### src/rtl/halt_seq_pkg.sv
package halt_seq_pkg;

  localparam logic [7:0] NOP_CODE = 8'h00;
  localparam int         RFSH_W   = 8;

  localparam logic [1:0] CAUSE_NONE = 2'b00;
  localparam logic [1:0] CAUSE_IRQ  = 2'b01;
  localparam logic [1:0] CAUSE_NMI  = 2'b10;
  localparam logic [1:0] CAUSE_RST  = 2'b11;

  typedef enum logic [2:0] {
    ST_IDLE,
    ST_T1,
    ST_T2,
    ST_T3,
    ST_T4
  } seqState_e;

  // strobes from control to datapath
  typedef struct packed {
    logic halted;       // inside the halt state
    logic addrFromPc;   // fetch half of the cycle
    logic advanceRfsh;  // last state of a fetch cycle
    logic capturePc;    // halt entry accepted this cycle
  } seqStrobes_t;

endpackage

### src/rtl/halt_seq_ctrl.sv
module halt_seq_ctrl
  import halt_seq_pkg::*;
(
  input  logic        clk,
  input  logic        rstN,
  input  logic        haltExec,
  input  logic        intEnable,
  input  logic        irqN,
  input  logic        nmiN,
  output seqStrobes_t strobes,
  output logic        m1N,
  output logic        mreqN,
  output logic        rdN,
  output logic        rfshN,
  output logic        haltN,
  output logic        exitValid,
  output logic [1:0]  exitCause
);

  seqState_e  stateQ, stateD;
  logic       rstSeenQ;
  logic       takeNmi, takeIrq;
  logic       fetchPh, rfshPh;
  logic       exitValidQ;
  logic [1:0] exitCauseQ;

  // exit decisions exist only at the end of fetch state 4
  assign takeNmi = (stateQ == ST_T4) && !nmiN;
  assign takeIrq = (stateQ == ST_T4) && nmiN && !irqN && intEnable;

  always_comb begin
    stateD = stateQ;
    unique case (stateQ)
      ST_IDLE: if (haltExec) stateD = ST_T1;
      ST_T1:   stateD = ST_T2;
      ST_T2:   stateD = ST_T3;
      ST_T3:   stateD = ST_T4;
      ST_T4:   stateD = (takeNmi || takeIrq) ? ST_IDLE : ST_T1;
      default: stateD = ST_IDLE;
    endcase
  end

  always_ff @(posedge clk or negedge rstN) begin
    if (!rstN) begin
      stateQ     <= ST_IDLE;
      rstSeenQ   <= 1'b1;
      exitValidQ <= 1'b0;
      exitCauseQ <= CAUSE_NONE;
    end else begin
      stateQ     <= stateD;
      rstSeenQ   <= 1'b0;
      exitValidQ <= takeNmi || takeIrq || rstSeenQ;
      if (takeNmi)       exitCauseQ <= CAUSE_NMI;
      else if (takeIrq)  exitCauseQ <= CAUSE_IRQ;
      else if (rstSeenQ) exitCauseQ <= CAUSE_RST;
      else               exitCauseQ <= CAUSE_NONE;
    end
  end

  assign fetchPh = (stateQ == ST_T1) || (stateQ == ST_T2);
  assign rfshPh  = (stateQ == ST_T3) || (stateQ == ST_T4);

  assign m1N       = !fetchPh;
  assign rdN       = !fetchPh;
  assign mreqN     = !(fetchPh || rfshPh);
  assign rfshN     = !rfshPh;
  assign haltN     = (stateQ == ST_IDLE);
  assign exitValid = exitValidQ;
  assign exitCause = exitCauseQ;

  assign strobes.halted      = (stateQ != ST_IDLE);
  assign strobes.addrFromPc  = fetchPh;
  assign strobes.advanceRfsh = (stateQ == ST_T4);
  assign strobes.capturePc   = (stateQ == ST_IDLE) && haltExec;

  // an interrupt exit only follows fetch state 4
  p_exit_at_boundary_r6: assert property (@(posedge clk) disable iff (!rstN)
    (exitValid && exitCause != CAUSE_RST) |-> ($past(stateQ) == ST_T4));

  // a non-maskable request at the sampling edge always wins
  p_nmi_priority_r8: assert property (@(posedge clk) disable iff (!rstN)
    (stateQ == ST_T4 && !nmiN) |=> (exitValid && exitCause == CAUSE_NMI && haltN));

  // with maskable interrupts disabled, the halt continues
  p_irq_gated_r7: assert property (@(posedge clk) disable iff (!rstN)
    (stateQ == ST_T4 && nmiN && !intEnable) |=> (!exitValid && !haltN));

  // the exit report lasts a single cycle
  p_exit_one_cycle_r10: assert property (@(posedge clk) disable iff (!rstN)
    exitValid |=> !exitValid);

endmodule

### src/rtl/halt_seq_dp.sv
module halt_seq_dp
  import halt_seq_pkg::*;
#(
  parameter int ADDR_W = 16
) (
  input  logic                clk,
  input  logic                rstN,
  input  seqStrobes_t         strobes,
  input  logic [ADDR_W-1:0]   haltAddr,
  input  logic                refreshLoad,
  input  logic [RFSH_W-1:0]   refreshSeed,
  input  logic [7:0]          memData,
  output logic [ADDR_W-1:0]   addrBus,
  output logic [7:0]          decodeOp
);

  localparam int CNT_W = RFSH_W - 1;

  logic [ADDR_W-1:0] pcQ;
  logic [RFSH_W-1:0] rfshQ;

  always_ff @(posedge clk or negedge rstN) begin
    if (!rstN) begin
      pcQ <= '0;
    end else if (strobes.capturePc) begin
      pcQ <= haltAddr + ADDR_W'(1);
    end
  end

  always_ff @(posedge clk or negedge rstN) begin
    if (!rstN) begin
      rfshQ <= '0;
    end else if (strobes.advanceRfsh) begin
      rfshQ <= {rfshQ[RFSH_W-1], rfshQ[CNT_W-1:0] + CNT_W'(1)};
    end else if (!strobes.halted && refreshLoad) begin
      rfshQ <= refreshSeed;
    end
  end

  always_comb begin
    if (strobes.halted && !strobes.addrFromPc) addrBus = ADDR_W'(rfshQ);
    else                                        addrBus = pcQ;
  end

  assign decodeOp = strobes.halted ? NOP_CODE : memData;

  // the held program counter does not move during a halt
  p_pc_hold_r4: assert property (@(posedge clk) disable iff (!rstN)
    (strobes.halted && $past(strobes.halted)) |-> $stable(pcQ));

  // the refresh step leaves the top bit alone
  p_rfsh_top_bit_r5: assert property (@(posedge clk) disable iff (!rstN)
    $past(strobes.advanceRfsh) |-> (rfshQ[RFSH_W-1] == $past(rfshQ[RFSH_W-1])));

endmodule

### src/rtl/halt_fetch_seq.sv
module halt_fetch_seq
  import halt_seq_pkg::*;
#(
  parameter int ADDR_W = 16
) (
  input  logic              clk,
  input  logic              rstN,
  input  logic              haltExec,
  input  logic [ADDR_W-1:0] haltAddr,
  input  logic              refreshLoad,
  input  logic [7:0]        refreshSeed,
  input  logic              intEnable,
  input  logic              irqN,
  input  logic              nmiN,
  input  logic [7:0]        memData,
  output logic [ADDR_W-1:0] addrBus,
  output logic              m1N,
  output logic              mreqN,
  output logic              rdN,
  output logic              rfshN,
  output logic              haltN,
  output logic [7:0]        decodeOp,
  output logic              exitValid,
  output logic [1:0]        exitCause
);

  seqStrobes_t strobes;

  halt_seq_ctrl ctrl_i (
    .clk       (clk),
    .rstN      (rstN),
    .haltExec  (haltExec),
    .intEnable (intEnable),
    .irqN      (irqN),
    .nmiN      (nmiN),
    .strobes   (strobes),
    .m1N       (m1N),
    .mreqN     (mreqN),
    .rdN       (rdN),
    .rfshN     (rfshN),
    .haltN     (haltN),
    .exitValid (exitValid),
    .exitCause (exitCause)
  );

  halt_seq_dp #(.ADDR_W(ADDR_W)) dp_i (
    .clk         (clk),
    .rstN        (rstN),
    .strobes     (strobes),
    .haltAddr    (haltAddr),
    .refreshLoad (refreshLoad),
    .refreshSeed (refreshSeed),
    .memData     (memData),
    .addrBus     (addrBus),
    .decodeOp    (decodeOp)
  );

endmodule

### config.mk
export PLATFORM = sky130hd
export DESIGN_NAME = halt_fetch_seq
export DESIGN_NICKNAME = d
export VERILOG_FILES = /design/src/rtl/halt_seq_pkg.sv /design/src/rtl/halt_seq_ctrl.sv /design/src/rtl/halt_seq_dp.sv /design/src/rtl/halt_fetch_seq.sv
export SDC_FILE = /design/constraint.sdc
export NUM_CORES = 1
export LEC_CHECK = 0
export CORE_AREA = 2 2 114 61
export CTS_CLUSTER_SIZE = 12
export DETAILED_ROUTE_END_ITERATION = 8
export DIE_AREA = 0 0 116 63
export PLACE_DENSITY = 0.54
export SETUP_SLACK_MARGIN = 0.5
export SYNTH_ARGS = -nofsm -noshare
export SYNTH_HDL_FRONTEND = slang
export SYNTH_SLANG_ARGS = --single-unit
export TNS_END_PERCENT = 100
### constraint.sdc
create_clock -name clk -period 4.2 [get_ports clk]
set_input_delay 1.05 -clock clk [delete_from_list [all_inputs] [get_ports clk]]
set_output_delay 1.05 -clock clk [all_outputs]
set_load 0.02 [all_outputs]
==> results <==
- Of all nets on the critical path, the largest fanout is 14.
- Dividing the synthesized area by the synthesized cell count gives approximately 9.3 um2.
- The most used flip-flop cell after synthesis is sky130_fd_sc_hd__dfrtp_1.
- 71 I/O pins were placed.
- The worst vdd rail ir drop is 0.000271 V.
- The netlist uses between 40 and 50 different library cells.
- The routed design could run at a clock period as short as 3.47 ns.
- For the pin with the worst max-slew slack, the measured transition is between 0.8 and 0.9 ns.
- The count of buffers added on input and output ports is 70.
- 0 antenna diodes ended up in the layout.
- Across the run, the number of max-cap violations was 0.
- Setup repair after global routing left no endpoint under its margin.
- The detailed route wirelength on metal2 is 1960 um.
- The final count of negative-setup-slack endpoints is 0.
- The area of the mapped netlist is 0.00184 mm2.
- The average via count per standard cell is 4.50.
- For this design, the sink count on the clock tree is 31.
- Of the total power, the share spent switching nets is 0.393.
- The worst pin sits at a relative slew slack of 0.434.
- Excluding fillers, the count of instances in the completed layout stands at 360.
- The proportion of synthesized flip-flops having asynchronous set or reset is 1.00.
- The synthesized design contains 0 enable-type register cells.
- The register share of total power is 0.263.
- The count of pins over their slew limit is 0.
- The clock arrives with around 0.0025 ns of skew.
- After the first detailed-routing iteration, the DRC count stood at 41.
- After clock tree synthesis, the clock-pin slew on the worst setup and hold paths is 0.05 ns.
- Summing internal, switching and leakage power gives 2.06 mW.
- The first global-routing pass estimated 8240 um of wire.
- The number of cells produced by synthesis is 199.
- The initial antenna violation count is 0.
- The pre-antenna-repair detailed-routing pass consisted of 4 iterations.
- The flow ran to the end, and the final reports show no timing, DRC or antenna violations.
- Across every metal layer, demand over resource in global routing totals 0.148.
- After detailed routing, the met3 layer carries 206 um of wire.
- The final sum of negative setup slack is 0 ns.
- The total leakage power is 1.09 nW.
- The number of synthesis warnings is 0.
- In the finished design, the share of the clock period the worst path needs comes to 0.827.
- The maximum buffer depth of the clock tree is 2.
- In this run the vertical extent of the chip is 63 um.
- The internal power is between 1 and 1.5 mW.
- The count of endpoints failing hold in the final timing report came to 0.
- The post-synthesis to final-layout area growth is 49.7%.
- Of the total power, combinational logic draws 0.554.
- The clock insertion delay at the later pin of the skew report is 0.27 ns.
- At the worst endpoint, the arrival time is 2.42 ns.
- The post-cts repair resize count is 0.
- The highest signal layer in the routed design is met4.
- The floorplan step set the die width to 116 um.
- The length of routed wiring on met1 is 2750 um.
- The power per standard cell area is 746 mW/mm2.
- For this design the total switching power over the nets is just over 0.8 mW.
- The starting density of the core is 0.290.
- The clock tree from TritonCTS is built.
- The clock tree root driver cell is sky130_fd_sc_hd__clkbuf_16.
- The startpoint identified for the worst register-to-register timing path is ctrl_i.stateQ[2]$_DFFE_PN0P_.
- The post-detailed-routing wire length is ~5000 um.
- The cell area after layout is about 0.0028 mm2.
- Of the total power, the clock network draws 0.183.
- The number of remaining DRC errors is 0.
- The number of nets at the end of the flow is 308.
- The class of the tightest hold or removal check is flip-flop to flip-flop.
- The critical path is of the flip-flop to output pin type.
- The data required time at the worst endpoint is 3.15 ns.
- In this run the remaining antenna-violating nets after routing total 0.
- After filler insertion, the fill cell instance count of the layout stands at 637.
- Summing all placed instances gives a cell area of 0.00261 mm2.
- The standard-cell row count is 21.
- The number of setup buffers added after CTS is 0.
- The number of global-route vias before repair is 1578.
- At the end of routability-driven placement, the weighted congestion stood at 0.743.
- The number of buffers inserted by hold repair at cts is 0.
- The share of final-layout standard cells stronger than drive strength 1 is 0.112.
- The sort of element at the start of the critical path is a flip-flop.
- The HPWL reported at the end of detailed placement is approximately 3800 um.
- The routed layout has 1620 vias.
- The maximum number of pins on one net before global-route repair is 32.
- The critical path starts at ctrl_i.stateQ[1]$_DFFE_PN0P_.
- The number of levels in the clock H-tree is 2.
- The number of nets in the synthesized netlist is 240.
- The worst setup path is captured at an output pin.
- The number of storage elements in the synthesis netlist is 31.
- The maximum clock frequency is 288 MHz.
- The worst hold path begins at dp_i.pcQ[15]$_DFFE_PN0P_.
- The die area is 0.00731 mm2.
- The total CTS buffers is 5.
- Dividing the detail-routed wire length by the instance count gives 13.8 um.
- Including well taps, the total number of placed cells is 352.
- The global route total overflow is 0.
- The share of synthesized area occupied by flip-flops and latches is 0.421.
- The floorplan step defined a core boundary enclosing 0.00636 mm2.
final cells by class:
| cell class | instances | area, um2 | share of cell area |
|---|---|---|---|
| Clock buffer | 8 | 156 | 0.0566 |
| Inverter | 3 | 11.3 | 0.00408 |
| Multi-Input combinational cell | 153 | 978 | 0.354 |
| Sequential cell | 31 | 777 | 0.281 |
| Tap cell | 92 | 115 | 0.0417 |
| Timing Repair Buffer | 73 | 723 | 0.262 |
power by group through the flow:
stage,Clock (mW),Sequential [mW],Combinational (mW)
after floorplan,0,0.491,0.736
after global placement,0,0.541,1.15
after detailed placement,0,0.546,1.15
after CTS,0.391,0.543,1.16
after global routing,0.404,0.570,1.24
final,0.376,0.542,1.14
cell families after synthesis:
family / count (synthesis) / synth area share
buffers and inverters: 15 / 0.0482
and+or+nand+nor: 91 / 0.267
DFF: 31 / 0.421
adders and majority gates: 2 / 0.0136
muxes: 11 / 0.0665
AOI/OAI and AO/OA: 33 / 0.110
xor gates and xnor gates: 15 / 0.0712
other: 1 / 0.00203
critical path, stage by stage (launching register included):
cell and delay, ns:
sky130_fd_sc_hd__dfrtp_1 0.49, sky130_fd_sc_hd__a21oi_2 0.68, sky130_fd_sc_hd__mux2_2 0.44, sky130_fd_sc_hd__clkdlybuf4s50_1 0.54
cells in the final DEF (no fill, tap or decap), types with 5 or more instances in the layout:
master	n
sky130_fd_sc_hd__nand2_1	25
sky130_fd_sc_hd__clkdlybuf4s50_1	70
sky130_fd_sc_hd__xnor2_1	12
sky130_fd_sc_hd__nor3_1	5
sky130_fd_sc_hd__nor4_1	6
sky130_fd_sc_hd__dfrtp_1	30
sky130_fd_sc_hd__nor2_1	9
sky130_fd_sc_hd__and2_1	16
sky130_fd_sc_hd__clkbuf_16	5
sky130_fd_sc_hd__o21ai_0	19
sky130_fd_sc_hd__nand3_1	11
sky130_fd_sc_hd__mux2_2	10
cells in the mapped netlist, drive strengths merged (5+ instances only):
| library cell | count | area share |
|---|---|---|
| nor2 | 9 | 0.018 |
| o21ai | 21 | 0.057 |
| buf | 7 | 0.032 |
| nor4 | 6 | 0.020 |
| nand3 | 12 | 0.035 |
| and2 | 16 | 0.054 |
| nor3 | 6 | 0.019 |
| dfrtp | 30 | 0.41 |
| xnor2 | 12 | 0.057 |
| clkbuf | 5 | 0.010 |
| mux2 | 10 | 0.061 |
| nand2 | 26 | 0.057 |
worst paths after layout:
path,end,slack [ns],depth (start not counted)
max in group asynchronous,ctrl_i.rstSeenQ$_DFF_PN1_,2.68,2
max reg2reg,dp_i.pcQ[1]$_DFFE_PN0P_,1.77,3
min,dp_i.pcQ[15]$_DFFE_PN0P_,0.47,2
min in group asynchronous,dp_i.pcQ[8]$_DFFE_PN0P_,1.18,2
min reg2reg,dp_i.pcQ[15]$_DFFE_PN0P_,0.47,2
max,addrBus[5],0.73,3
state kept, by name (all words and copies together), names as in the netlist:
signal and count:
ctrl_i.exitValid 1, dp_i.pcQ 16, ctrl_i.exitCause 2, ctrl_i.stateQ 3
ctrl_i.rstSeenQ 1, dp_i.rfshQ 8
per-layer routing:
metal,vias to the layer above,track usage
met4,0,0.0536
li1,824,-
met1,758,0.231
met3,7,0.0388
met5,-,0
met2,31,0.191
per-stage QoR:
| stage | setup WS [ns] | utilization | hold slack (ns) |
|---|---|---|---|
| 2_1_floorplan | 1.70 | - | 0.442 |
| 3_3_place_gp | 0.922 | 0.410 | 0.454 |
| 3_5_place_dp | 0.927 | 0.410 | 0.468 |
| 4_1_cts | 0.702 | 0.434 | 0.480 |
| 5_1_grt | 0.560 | 0.434 | 0.522 |
| 6_report | 0.726 | 0.434 | 0.474 |
Note: power is estimated with default switching activity, not from simulation.
